<file path="src/rtl/pcicfg_pkg.sv">
package pcicfg_pkg;

   localparam int DW_IDX_W = 6;

   localparam logic [DW_IDX_W-1:0] DW_IDENT   = 6'h00;
   localparam logic [DW_IDX_W-1:0] DW_CMDSTAT = 6'h01;
   localparam logic [DW_IDX_W-1:0] DW_CAPPTR  = 6'h0D;
   localparam logic [DW_IDX_W-1:0] DW_VPD_HDR = 6'h18;
   localparam logic [DW_IDX_W-1:0] DW_VPD_DAT = 6'h19;
   localparam logic [DW_IDX_W-1:0] DW_PM_HDR  = 6'h37;
   localparam logic [DW_IDX_W-1:0] DW_PM_CTL  = 6'h38;

   localparam logic [7:0] PM_CAP_OFS  = 8'hDC;
   localparam logic [7:0] VPD_CAP_OFS = 8'h60;
   localparam logic [7:0] PM_CAP_ID   = 8'h01;
   localparam logic [7:0] VPD_CAP_ID  = 8'h03;

   localparam logic [15:0] STATUS_RO  = 16'h0010;

   typedef struct packed {
      logic [31:0] data;
      logic [3:0]  be;
   } wbus_t;

   function automatic logic [31:0] lane_merge(input logic [31:0] old_v,
                                              input logic [31:0] new_v,
                                              input logic [3:0]  be);
      logic [31:0] r;
      r = old_v;
      for (int i = 0; i < 4; i++)
         if (be[i]) r[8*i +: 8] = new_v[8*i +: 8];
      return r;
   endfunction

endpackage

</file>
<file path="src/rtl/pcicfg_cmd.sv">
module pcicfg_cmd
   import pcicfg_pkg::*;
#(
   parameter logic [15:0] RW_MASK = 16'h0147
) (
   input  logic        clk,
   input  logic        rst_n,
   input  logic        wr_hit,
   input  wbus_t       wb,
   input  logic        fb2b_permit,
   input  logic        perr,
   output logic [15:0] cmd_q,
   output logic        serr_req
);
   localparam logic [15:0] PLAIN = RW_MASK & ~16'h0200;

   logic [15:0] plain_q;
   logic        fb_q;

   always_ff @(posedge clk) begin
      if (!rst_n) begin
         plain_q  <= '0;
         fb_q     <= 1'b0;
         serr_req <= 1'b0;
      end else begin
         if (wr_hit && wb.be[0])
            plain_q[7:0] <= wb.data[7:0] & PLAIN[7:0];
         if (wr_hit && wb.be[1]) begin
            plain_q[15:8] <= wb.data[15:8] & PLAIN[15:8];
            if (fb2b_permit)
               fb_q <= wb.data[9];
         end
         serr_req <= perr & cmd_q[8];
      end
   end

   always_comb begin
      cmd_q    = plain_q;
      cmd_q[9] = fb_q & fb2b_permit;
   end

endmodule

</file>
<file path="src/rtl/pcicfg_pm.sv">
module pcicfg_pm
   import pcicfg_pkg::*;
#(
   parameter logic [15:0] PMC_WORD = 16'h0002,
   parameter logic [7:0]  NEXT_PTR = 8'h60
) (
   input  logic        clk,
   input  logic        rst_n,
   input  logic        wr_hit,
   input  wbus_t       wb,
   input  logic        pme_event,
   output logic [1:0]  pwr_state,
   output logic [31:0] hdr_word,
   output logic [31:0] ctl_word
);
   logic pme_en_q;
   logic pme_sts_q;

   always_ff @(posedge clk) begin
      if (!rst_n) begin
         pwr_state <= 2'b00;
         pme_en_q  <= 1'b0;
         pme_sts_q <= 1'b0;
      end else begin
         if (wr_hit && wb.be[0])
            pwr_state <= wb.data[1:0];
         if (wr_hit && wb.be[1])
            pme_en_q <= wb.data[8];
         if (pme_event)
            pme_sts_q <= 1'b1;
         else if (wr_hit && wb.be[1] && wb.data[15])
            pme_sts_q <= 1'b0;
      end
   end

   assign hdr_word = {PMC_WORD, NEXT_PTR, PM_CAP_ID};
   assign ctl_word = {16'h0000, pme_sts_q, 6'b0, pme_en_q, 6'b0, pwr_state};

endmodule

</file>
<file path="src/rtl/pcicfg_vpd.sv">
module pcicfg_vpd
   import pcicfg_pkg::*;
(
   input  logic        clk,
   input  logic        rst_n,
   input  logic        hdr_hit,
   input  logic        dat_hit,
   input  wbus_t       wb,
   output logic [31:0] hdr_word,
   output logic [31:0] dat_word
);
   logic [15:0] vaddr_q;
   logic [31:0] vdata_q;
   logic [31:0] hdr_merged;

   assign hdr_merged = lane_merge({vaddr_q, 16'h0000}, wb.data, wb.be);

   always_ff @(posedge clk) begin
      if (!rst_n) begin
         vaddr_q <= '0;
         vdata_q <= '0;
      end else begin
         if (hdr_hit)
            vaddr_q <= hdr_merged[31:16];
         if (dat_hit)
            vdata_q <= lane_merge(vdata_q, wb.data, wb.be);
      end
   end

   assign hdr_word = {vaddr_q, 8'h00, VPD_CAP_ID};
   assign dat_word = vdata_q;

endmodule

</file>
<file path="src/rtl/pcicfg_rdmux.sv">
module pcicfg_rdmux
   import pcicfg_pkg::*;
(
   input  logic [DW_IDX_W-1:0] dw_idx,
   input  logic [31:0]         ident_w,
   input  logic [31:0]         cmdstat_w,
   input  logic [31:0]         vpd_hdr_w,
   input  logic [31:0]         vpd_dat_w,
   input  logic [31:0]         pm_hdr_w,
   input  logic [31:0]         pm_ctl_w,
   output logic [31:0]         rd_word
);
   always_comb begin
      unique case (dw_idx)
         DW_IDENT:   rd_word = ident_w;
         DW_CMDSTAT: rd_word = cmdstat_w;
         DW_CAPPTR:  rd_word = {24'h0, PM_CAP_OFS};
         DW_VPD_HDR: rd_word = vpd_hdr_w;
         DW_VPD_DAT: rd_word = vpd_dat_w;
         DW_PM_HDR:  rd_word = pm_hdr_w;
         DW_PM_CTL:  rd_word = pm_ctl_w;
         default:    rd_word = '0;
      endcase
   end

endmodule

</file>
<file path="src/rtl/pcicfg_regfile.sv">
module pcicfg_regfile
   import pcicfg_pkg::*;
#(
   parameter logic [15:0] DFLT_VENDOR = 16'h10EC,
   parameter logic [15:0] DFLT_DEVICE = 16'h8129,
   parameter logic [15:0] CMD_RW_MASK = 16'h0147,
   parameter logic [15:0] PMC_WORD    = 16'h0002,
   parameter bit          HAS_VPD     = 1'b1
) (
   input  logic        clk,
   input  logic        rst_n,
   input  logic [7:0]  acc_addr,
   input  logic [3:0]  acc_be,
   input  logic [31:0] acc_wdata,
   input  logic        acc_rd,
   input  logic        acc_wr,
   output logic [31:0] acc_rdata,
   input  logic        rom_present,
   input  logic [15:0] rom_vendor,
   input  logic [15:0] rom_device,
   input  logic        fb2b_permit,
   input  logic        addr_parity_err,
   input  logic        pme_event,
   output logic [15:0] cmd_bits,
   output logic        serr_req,
   output logic [1:0]  pwr_state
);
   localparam logic [15:0] CMD_FORBIDDEN = 16'hFEB8;
   localparam logic [7:0]  PM_NEXT       = HAS_VPD ? VPD_CAP_OFS : 8'h00;

   if ((CMD_RW_MASK & CMD_FORBIDDEN) != 16'h0000) begin : g_bad_mask
      $error("CMD_RW_MASK selects reserved or hardwired command bits");
   end

   logic [DW_IDX_W-1:0] dw_idx;
   wbus_t               wb;
   logic [31:0]         ident_w, cmdstat_w, vpd_hdr_w, vpd_dat_w;
   logic [31:0]         pm_hdr_w, pm_ctl_w, rd_word;

   assign dw_idx  = acc_addr[7:2];
   assign wb.data = acc_wdata;
   assign wb.be   = acc_be;

   assign ident_w   = rom_present ? {rom_device, rom_vendor}
                                  : {DFLT_DEVICE, DFLT_VENDOR};
   assign cmdstat_w = {STATUS_RO, cmd_bits};

   pcicfg_cmd #(.RW_MASK(CMD_RW_MASK)) cmd_i (
      .clk         (clk),
      .rst_n       (rst_n),
      .wr_hit      (acc_wr && dw_idx == DW_CMDSTAT),
      .wb          (wb),
      .fb2b_permit (fb2b_permit),
      .perr        (addr_parity_err),
      .cmd_q       (cmd_bits),
      .serr_req    (serr_req)
   );

   pcicfg_pm #(.PMC_WORD(PMC_WORD), .NEXT_PTR(PM_NEXT)) pm_i (
      .clk       (clk),
      .rst_n     (rst_n),
      .wr_hit    (acc_wr && dw_idx == DW_PM_CTL),
      .wb        (wb),
      .pme_event (pme_event),
      .pwr_state (pwr_state),
      .hdr_word  (pm_hdr_w),
      .ctl_word  (pm_ctl_w)
   );

   if (HAS_VPD) begin : g_vpd
      pcicfg_vpd vpd_i (
         .clk      (clk),
         .rst_n    (rst_n),
         .hdr_hit  (acc_wr && dw_idx == DW_VPD_HDR),
         .dat_hit  (acc_wr && dw_idx == DW_VPD_DAT),
         .wb       (wb),
         .hdr_word (vpd_hdr_w),
         .dat_word (vpd_dat_w)
      );
   end else begin : g_no_vpd
      assign vpd_hdr_w = '0;
      assign vpd_dat_w = '0;
   end

   pcicfg_rdmux rdmux_i (
      .dw_idx    (dw_idx),
      .ident_w   (ident_w),
      .cmdstat_w (cmdstat_w),
      .vpd_hdr_w (vpd_hdr_w),
      .vpd_dat_w (vpd_dat_w),
      .pm_hdr_w  (pm_hdr_w),
      .pm_ctl_w  (pm_ctl_w),
      .rd_word   (rd_word)
   );

   always_ff @(posedge clk) begin
      if (!rst_n)
         acc_rdata <= '0;
      else if (acc_rd)
         acc_rdata <= rd_word;
   end

endmodule

</file>
<file path="config.mk">
export PLATFORM = sky130hd
export DESIGN_NAME = pcicfg_regfile
export DESIGN_NICKNAME = d
export VERILOG_FILES = /design/src/rtl/pcicfg_pkg.sv /design/src/rtl/pcicfg_cmd.sv /design/src/rtl/pcicfg_pm.sv /design/src/rtl/pcicfg_vpd.sv /design/src/rtl/pcicfg_rdmux.sv /design/src/rtl/pcicfg_regfile.sv
export SDC_FILE = /design/constraint.sdc
export NUM_CORES = 1
export LEC_CHECK = 0
export BUFFER_PORTS_ARGS = -buffer_cell sky130_fd_sc_hd__buf_2
export CAP_MARGIN = 15
export CORE_MARGIN = 2
export CORE_UTILIZATION = 40
export CTS_BUF_LIST = sky130_fd_sc_hd__clkbuf_16
export DETAILED_ROUTE_END_ITERATION = 12
export GPL_ROUTABILITY_DRIVEN = 0
export GPL_TIMING_DRIVEN = 1
export PLACE_DENSITY = 0.68
export RECOVER_POWER = 100
export SYNTH_ARGS = -nofsm -noshare
export SYNTH_HDL_FRONTEND = slang
export SYNTH_SLANG_ARGS = --single-unit
</file>
<file path="constraint.sdc">
create_clock -name clk -period 1.2 [get_ports clk]
set_input_delay 0 -clock clk [delete_from_list [all_inputs] [get_ports clk]]
set_output_delay 0 -clock clk [all_outputs]
set_load 0.03 [all_outputs]
</file>
==> metrics.md, run 1 <==
| Metric | Value |
|---|---|
| Total Power | `0.00667 W` |
| Root Driver | `clkbuf_16` |
| RR Startpoint | `cmd_i.plain_q[8]` |
| Initial DRC count | `147` |
| Syn Std Cell Area | `between 4000 and 5000 µm²` |
| Minimum clock period | `1.14 ns` |
| Final Setup Violations | `0` |
| Fin. Hold Viols | `0` |
| Fillers | `865` |
| Antenna diodes | `0` |
| Starting Density | `41.3%` |
| Clock skew | `0.00540 ns` |
| Pin count of the biggest net entering global routing | `between 40 and 50` |
| Grt ovf | `0` |
| Unique masters post-synth | `45` |
| Ys async rst share | `0%` |
| H-tree lvl count | `3` |
| Yosys warnings | `0` |
| Dominant synthesized flop cell | `dfxtp_1` |
| Maximum clock rate | `878 MHz` |
| Clk Latency, worst-skew pair | `between 0.3 and 0.4 ns` |
| WHS Endpoint | `g_vpd.vpd_i.dat_word[9]` |
| Most frequent cells in the layout | `97 x nand2_1, 91 x dfxtp_1, 82 x buf_2` |
| CTS sink cnt | `91` |
| Worst Hold Launch | `rst_n` |
| Total number of vias | `3,970` |
| VDD IR max | `0.698 mV` |
| Max Cap Viol | `0` |
| Pre-CTS setup slack | `-0.290 ns` |
| CTS tree | `yes` |
| I/O Pins | `135` |
| Pwr dens | `1120 nW/µm²` |
| Post-DP HPWL | `8.25 mm` |
| Xor and xnor area share after synthesis | `0%` |
| Worst Hold Depth | `2` |
| CP startpoint kind | `primary input` |
| Core box area | `9770 µm²` |
| Min-delay worst type | `primary input to register` |
| Vias in the first global route | `3,902` |
| Die Wd | `104 µm` |
| DR pass1 iterations | `8` |
| Worst-path fanout max | `4` |
| RSZ-0062 raised after global routing | `no` |
| Element type at the critical path end | `register` |
| Hold Slack | `around 0.016 ns` |
| Vias per cell | `4.99` |
| CTS max path bufs | `2` |
| Post-Synth Adder-Cell Area | `0%` |
| Simple-gate share of the synthesized area | `21.1%` |
| Share of layout cells above drive strength 1 | `between 20% and 30%` |
| First-pass GRT wire length | `between 15 and 20 mm` |
| Die H | `104 µm` |
| Final nets | `741` |
| Clock slew at reported path FFs | `0.06 ns` |
| Post-CTS Repair Setup Buffers | `0` |
| Port bufs | `around 120` |
| DR WL/cell | `between 10 and 15 µm` |
| Required time of the worst setup path | `1.43 ns` |
| Avg Inst Size Synth | `about 8.9 µm²` |
| Row cnt | `36` |
| Post-synthesis register bit count | `91` |
| Final Cycle Share | `94.9%` |
| Post-Synthesis Cells | `455` |
| Critical R2R Capture | `acc_rdata[8]` |
| R2R Setup Slk | `0.14 ns` |
| Worst-case reg-to-reg path depth | `3` |
| Final WL | `11.7 mm` |
| Antenna viol nets, final | `0` |
| Area of the die | `10,900 µm²` |
| Pins Over Slew Limit | `0` |
| Slack of the critical path | `0.0608 ns` |
| Leak | `2.28 nW` |
| Most common cell after layout, fill and taps aside | `nand2_1` |
| Cts bufs inserted | `9` |
| Global Route Usage Sum | `21.4%` |
| Setup CP Type | `primary input to register` |
| EDFF count, synth | `0` |
| Critical Path AT | `1.37 ns` |
| Area grow syn2layout | `47.4%` |
| Sequential area share after synthesis | `between 40% and 50%` |
| Fraction of synthesized area in multiplexers | `6.20%` |
| Synth Area in Compound Gates | `20.6%` |
| Largest family of logic cells by synthesized area | `simple AND/OR/NAND/NOR gates` |
| Antenna violations before repair | `0` |
| DRC | `0` |
| Outcome | `finished clean` |
[cell usage after synthesis (2+ instances only)]
cell      number  share of area, %
buf_4         16               3.0
buf_1          3              0.28
a222oi_1      11               2.7
o211ai_1       2              0.37
and3_1        11               1.7
nor2_1         6              0.56
o21ai_0        3              0.37
dfxtp_1       91                45
a221o_1        3              0.74
a211oi_1       3              0.56
nand2_1       97               9.0
nand3_1        6              0.74
inv_1         12               1.1
a21oi_1       16               2.0
a22o_1         3              0.65
a221oi_1       8               1.7
clkbuf_1      14               1.3
mux2i_1       25               6.2
a22oi_1        4              0.74
buf_6          2              0.56
buf_2          5              0.62
nor3_1         3              0.37
nor2b_1       29               4.5
o21ai_1       28               3.5
a21boi_0      34               6.3
[worst max-delay path by stage]
stage	endpoint	slack [ns]	cells past startpoint	from
after floorplan	cmd_i.plain_q[0]	-0.13	6	acc_addr[5]
after global placement	cmd_i.plain_q[6]	-0.26	6	acc_addr[5]
after detailed placement	cmd_i.plain_q[2]	-0.29	6	acc_addr[5]
after CTS	cmd_i.plain_q[2]	0.06	6	acc_addr[5]
after global routing	g_vpd.vpd_i.vaddr_q[15]	0.002	8	acc_addr[6]
final	cmd_i.plain_q[2]	0.06	6	acc_addr[5]
[cell type report]
cell class | instances | area [µm²] | area share (%)
tap | 133 | 166 | 2.80
multi-input combinational | 321 | 2080 | 34.9
clock buffer | 9 | 225 | 3.79
sequential | 91 | 1820 | 30.6
inverter | 12 | 45.0 | 0.758
timing repair buffer | 222 | 1520 | 25.6
clock inverter | 7 | 91.3 | 1.54
[cell families after synthesis]
logic type,Yosys count
mux,25
flops,91
other cells,1
buf+inv,52
simple gates,167
compound gates,119
[critical path, cell delays in order]
cell,delay [ns]
buf_2,0.11
or4_4,0.58
nor2_8,0.10
and3_1,0.31
mux2i_1,0.22
nor2b_1,0.06
[power by group]
part / total [W] / switching [W] / internal, W
registers: 0.00303 / 0.00000579 / 0.00303
clock network: 0.00299 / 0.00118 / 0.00182
logic: 0.000638 / 0.000303 / 0.000335
[registers in the layout, indices dropped and copies added (netlist names)]
name and count:
g_vpd.vpd_i.vaddr_q 16, acc_rdata 32, cmd_i.plain_q 5, pm_i.pme_sts_q 1
cmd_i.serr_req 1, cmd_i.fb_q 1, g_vpd.vpd_i.dat_word 32, pm_i.pwr_state 2
pm_i.pme_en_q 1
[per-stage QoR]
step	utilization, %	TNS [ns]	area (µm²)	cells
floorplan	-	-2.23	4180	464
global placement	52.8	-15.32	5160	724
detailed placement	52.8	-17.70	5160	724
CTS	61.6	0	6020	795
global route	60.8	0	5940	795
finish	60.8	0	5940	795
[what timing repair did]
item	in CTS	in global routing
setup endpoints to repair	0	2
hold buffers	55	0
endpoints found under the hold margin	78	0
resized for setup	0	1
[layer usage]
layer | track usage (%) | share of wire [%] | vias to the layer above
li1 | - | - | 1981
met1 | 27.5 | 44 | 1841
met2 | 36.1 | 49 | 135
met3 | 3.70 | 5.2 | 13
met4 | 7.24 | 1.4 | 0
met5 | 0 | 0 | -
Note: power is estimated with default switching activity, not from simulation.
==> run 2: changes to the inputs <==
--- a/config.mk
+++ b/config.mk
@@ -9,12 +9,12 @@
 export CAP_MARGIN = 15
 export CORE_MARGIN = 2
 export CORE_UTILIZATION = 40
-export CTS_BUF_LIST = sky130_fd_sc_hd__clkbuf_16
 export DETAILED_ROUTE_END_ITERATION = 12
 export GPL_ROUTABILITY_DRIVEN = 0
 export GPL_TIMING_DRIVEN = 1
 export PLACE_DENSITY = 0.68
 export RECOVER_POWER = 100
+export REMOVE_ABC_BUFFERS = 1
 export SYNTH_ARGS = -nofsm -noshare
 export SYNTH_HDL_FRONTEND = slang
 export SYNTH_SLANG_ARGS = --single-unit
==> run 2 against run 1 <==
Against the previous run: die area is the same; worst setup slack lost 0.040 ns; maximum frequency down 3.4%; global-route usage increased by 0.60 points; cell count shrank 0.38%; worst hold slack better by 0.0011 ns; first-iteration DRC count rose by 46%; wire length up 1.5%; largest cell class unchanged.
==> metrics.md, run 2 (synthesis gave the netlist of run 1 again) <==
| Metric | Value |
|---|---|
| Final Setup Violations | `0` |
| First-pass GRT wire length | `~19 mm` |
| DR WL/cell | `15.0 µm` |
| Critical R2R Capture | `acc_rdata[8]` |
| DRC | `0` |
| Element type at the critical path end | `register` |
| Root Driver | `clkbuf_8` |
| Setup crit end | `acc_rdata[20]` |
| Area of the die | `approximately 11,000 µm²` |
| DR pass1 iterations | `6` |
| Setup TNS | `0 ns` |
| Grt ovf | `0` |
| Critical path origin | `acc_addr[4]` |
| Pin count of the biggest net entering global routing | `46` |
| Final nets | `738` |
| VDD IR max | `0.508 mV` |
| Pwr dens | `around 1000 nW/µm²` |
| Antenna diodes | `0` |
| Most common cell after layout, fill and taps aside | `nand2_1` |
| H-tree lvl count | `3` |
| Die Wd | `104 µm` |
| R2R Setup Slk | `0.14 ns` |
| Non-filler instance count after layout | `792` |
| Leak | `roughly 2.2 nW` |
| Total number of vias | `3,989` |
| Placed Instances | `between 700 and 800` |
| Total Power | `between 0.005 and 0.006 W` |
| Fin. Hold Viols | `0` |
| Final WL | `11.9 mm` |
| Row cnt | `36` |
| Clock slew at reported path FFs | `0.09 ns` |
| Cts bufs inserted | `9` |
| Antenna viol nets, final | `0` |
| Worst-case reg-to-reg path depth | `3` |
| CTS tree | `yes` |
| Min-delay worst type | `primary input to register` |
| Outcome | `finished clean` |
| Critical Path AT | `between 1 and 1.5 ns` |
| CTS sink cnt | `91` |
| Setup CP Type | `primary input to register` |
| Minimum clock period | `1.18 ns` |
| Pins Over Slew Limit | `0` |
| Post-DP HPWL | `8.37 mm` |
| I/O Pins | `135` |
| Clk Latency, worst-skew pair | `0.36 ns` |
| Final Cycle Share | `98.2%` |
| RSZ-0062 raised after global routing | `yes` |
| Port bufs | `122` |
| Fillers | `between 900 and 1,000` |
| RR Startpoint | `cmd_i.plain_q[8]` |
| Global Route Usage Sum | `a little over a fifth` |
| CP startpoint kind | `primary input` |
| Antenna violations before repair | `1` |
| Clock skew | `0.0102 ns` |
| Most frequent cells in the layout | `97 x nand2_1, 91 x dfxtp_1, 82 x buf_2` |
| Core box area | `around 9800 µm²` |
| Share of layout cells above drive strength 1 | `23.5%` |
| Max Cap Viol | `0` |
| Vias in the first global route | `around 4,000` |
| Starting Density | `41.3%` |
| Worst-path fanout max | `21` |
| CTS max path bufs | `2` |
| Area grow syn2layout | `42.1%` |
| Die H | `104 µm` |
| Hold Slack | `0.0173 ns` |
| Vias per cell | `5.04` |
| Maximum clock rate | `848 MHz` |
| Required time of the worst setup path | `around 1.5 ns` |
| Initial DRC count | `214` |
==> run 2: cell types whose count changed in the layout (fill, tap and decap cells not counted), sizes merged <==
cell      previous run  this run
clkinvlp             2         1
inv                 13        12
bufinv               2         1
clkbuf              54        53
buf                122       124
clkinv               2         1
==> run 2: what timing repair did <==
action                     4_1_cts  5_1_grt
setup endpoints to repair        0       30
hold endpoints to repair        80        0
resized for setup                0       13
buffers inserted                 0        1
hold buffers                    55        0
==> run 2: area by class of cell <==
cell class / count / area [µm²] / area share [%]
Timing Repair Buffer: 219 / 1490 / 26.0
Clock buffer: 13 / 159 / 2.77
Multi-Input combinational cell: 321 / 2000 / 35.0
Tap cell: 133 / 166 / 2.90
Inverter: 12 / 45.0 / 0.786
Clock inverter: 3 / 46.3 / 0.808
Sequential cell: 91 / 1820 / 31.8
==> run 2: metal layers <==
| metal | GRT usage [%] | vias up | wire, µm |
|---|---|---|---|
| li1 | - | 1966 | - |
| met1 | 26.2 | 1850 | 5110 |
| met2 | 37.8 | 148 | 5760 |
| met3 | 4.39 | 23 | 748 |
| met4 | 10.1 | 2 | 267 |
| met5 | 0 | - | 8 |
==> run 2: critical path: stages <==
cell,delay (ns)
buf_2,0.14
or4_1,0.53
o21ai_1,0.12
o2bb2ai_2,0.18
nand3_4,0.12
buf_12,0.18
o21ai_1,0.17
==> run 2: metrics by stage <==
step | setup slack, ns | util [%] | cell area [µm²]
2_1_floorplan | -1.01 | - | 3840
3_3_place_gp | -0.268 | 51.1 | 4990
3_5_place_dp | -0.362 | 51.1 | 4990
4_1_cts | 0.0145 | 58.8 | 5750
5_1_grt | -0.00212 | 58.6 | 5730
6_report | 0.0210 | 58.6 | 5730
==> run 2: report_power, final <==
group          leakage, nW  internal (W)  switching [W]  total, W
combinational         1.36      0.000319       0.000292  0.000610
clock               0.0998       0.00108        0.00107   0.00216
sequential           0.733       0.00303     0.00000489   0.00303
==> run 2: worst min path at each step <==
stage	startpoint	to	slack [ns]	cells after the start
4_1_cts	fb2b_permit	cmd_i.fb_q	0.02	4
2_1_floorplan	rst_n	pm_i.pme_sts_q	0.12	1
6_report	fb2b_permit	cmd_i.fb_q	0.02	4
3_3_place_gp	pme_event	pm_i.pme_sts_q	0.21	2
3_5_place_dp	pme_event	pm_i.pme_sts_q	0.21	2
5_1_grt	fb2b_permit	cmd_i.fb_q	0.05	4
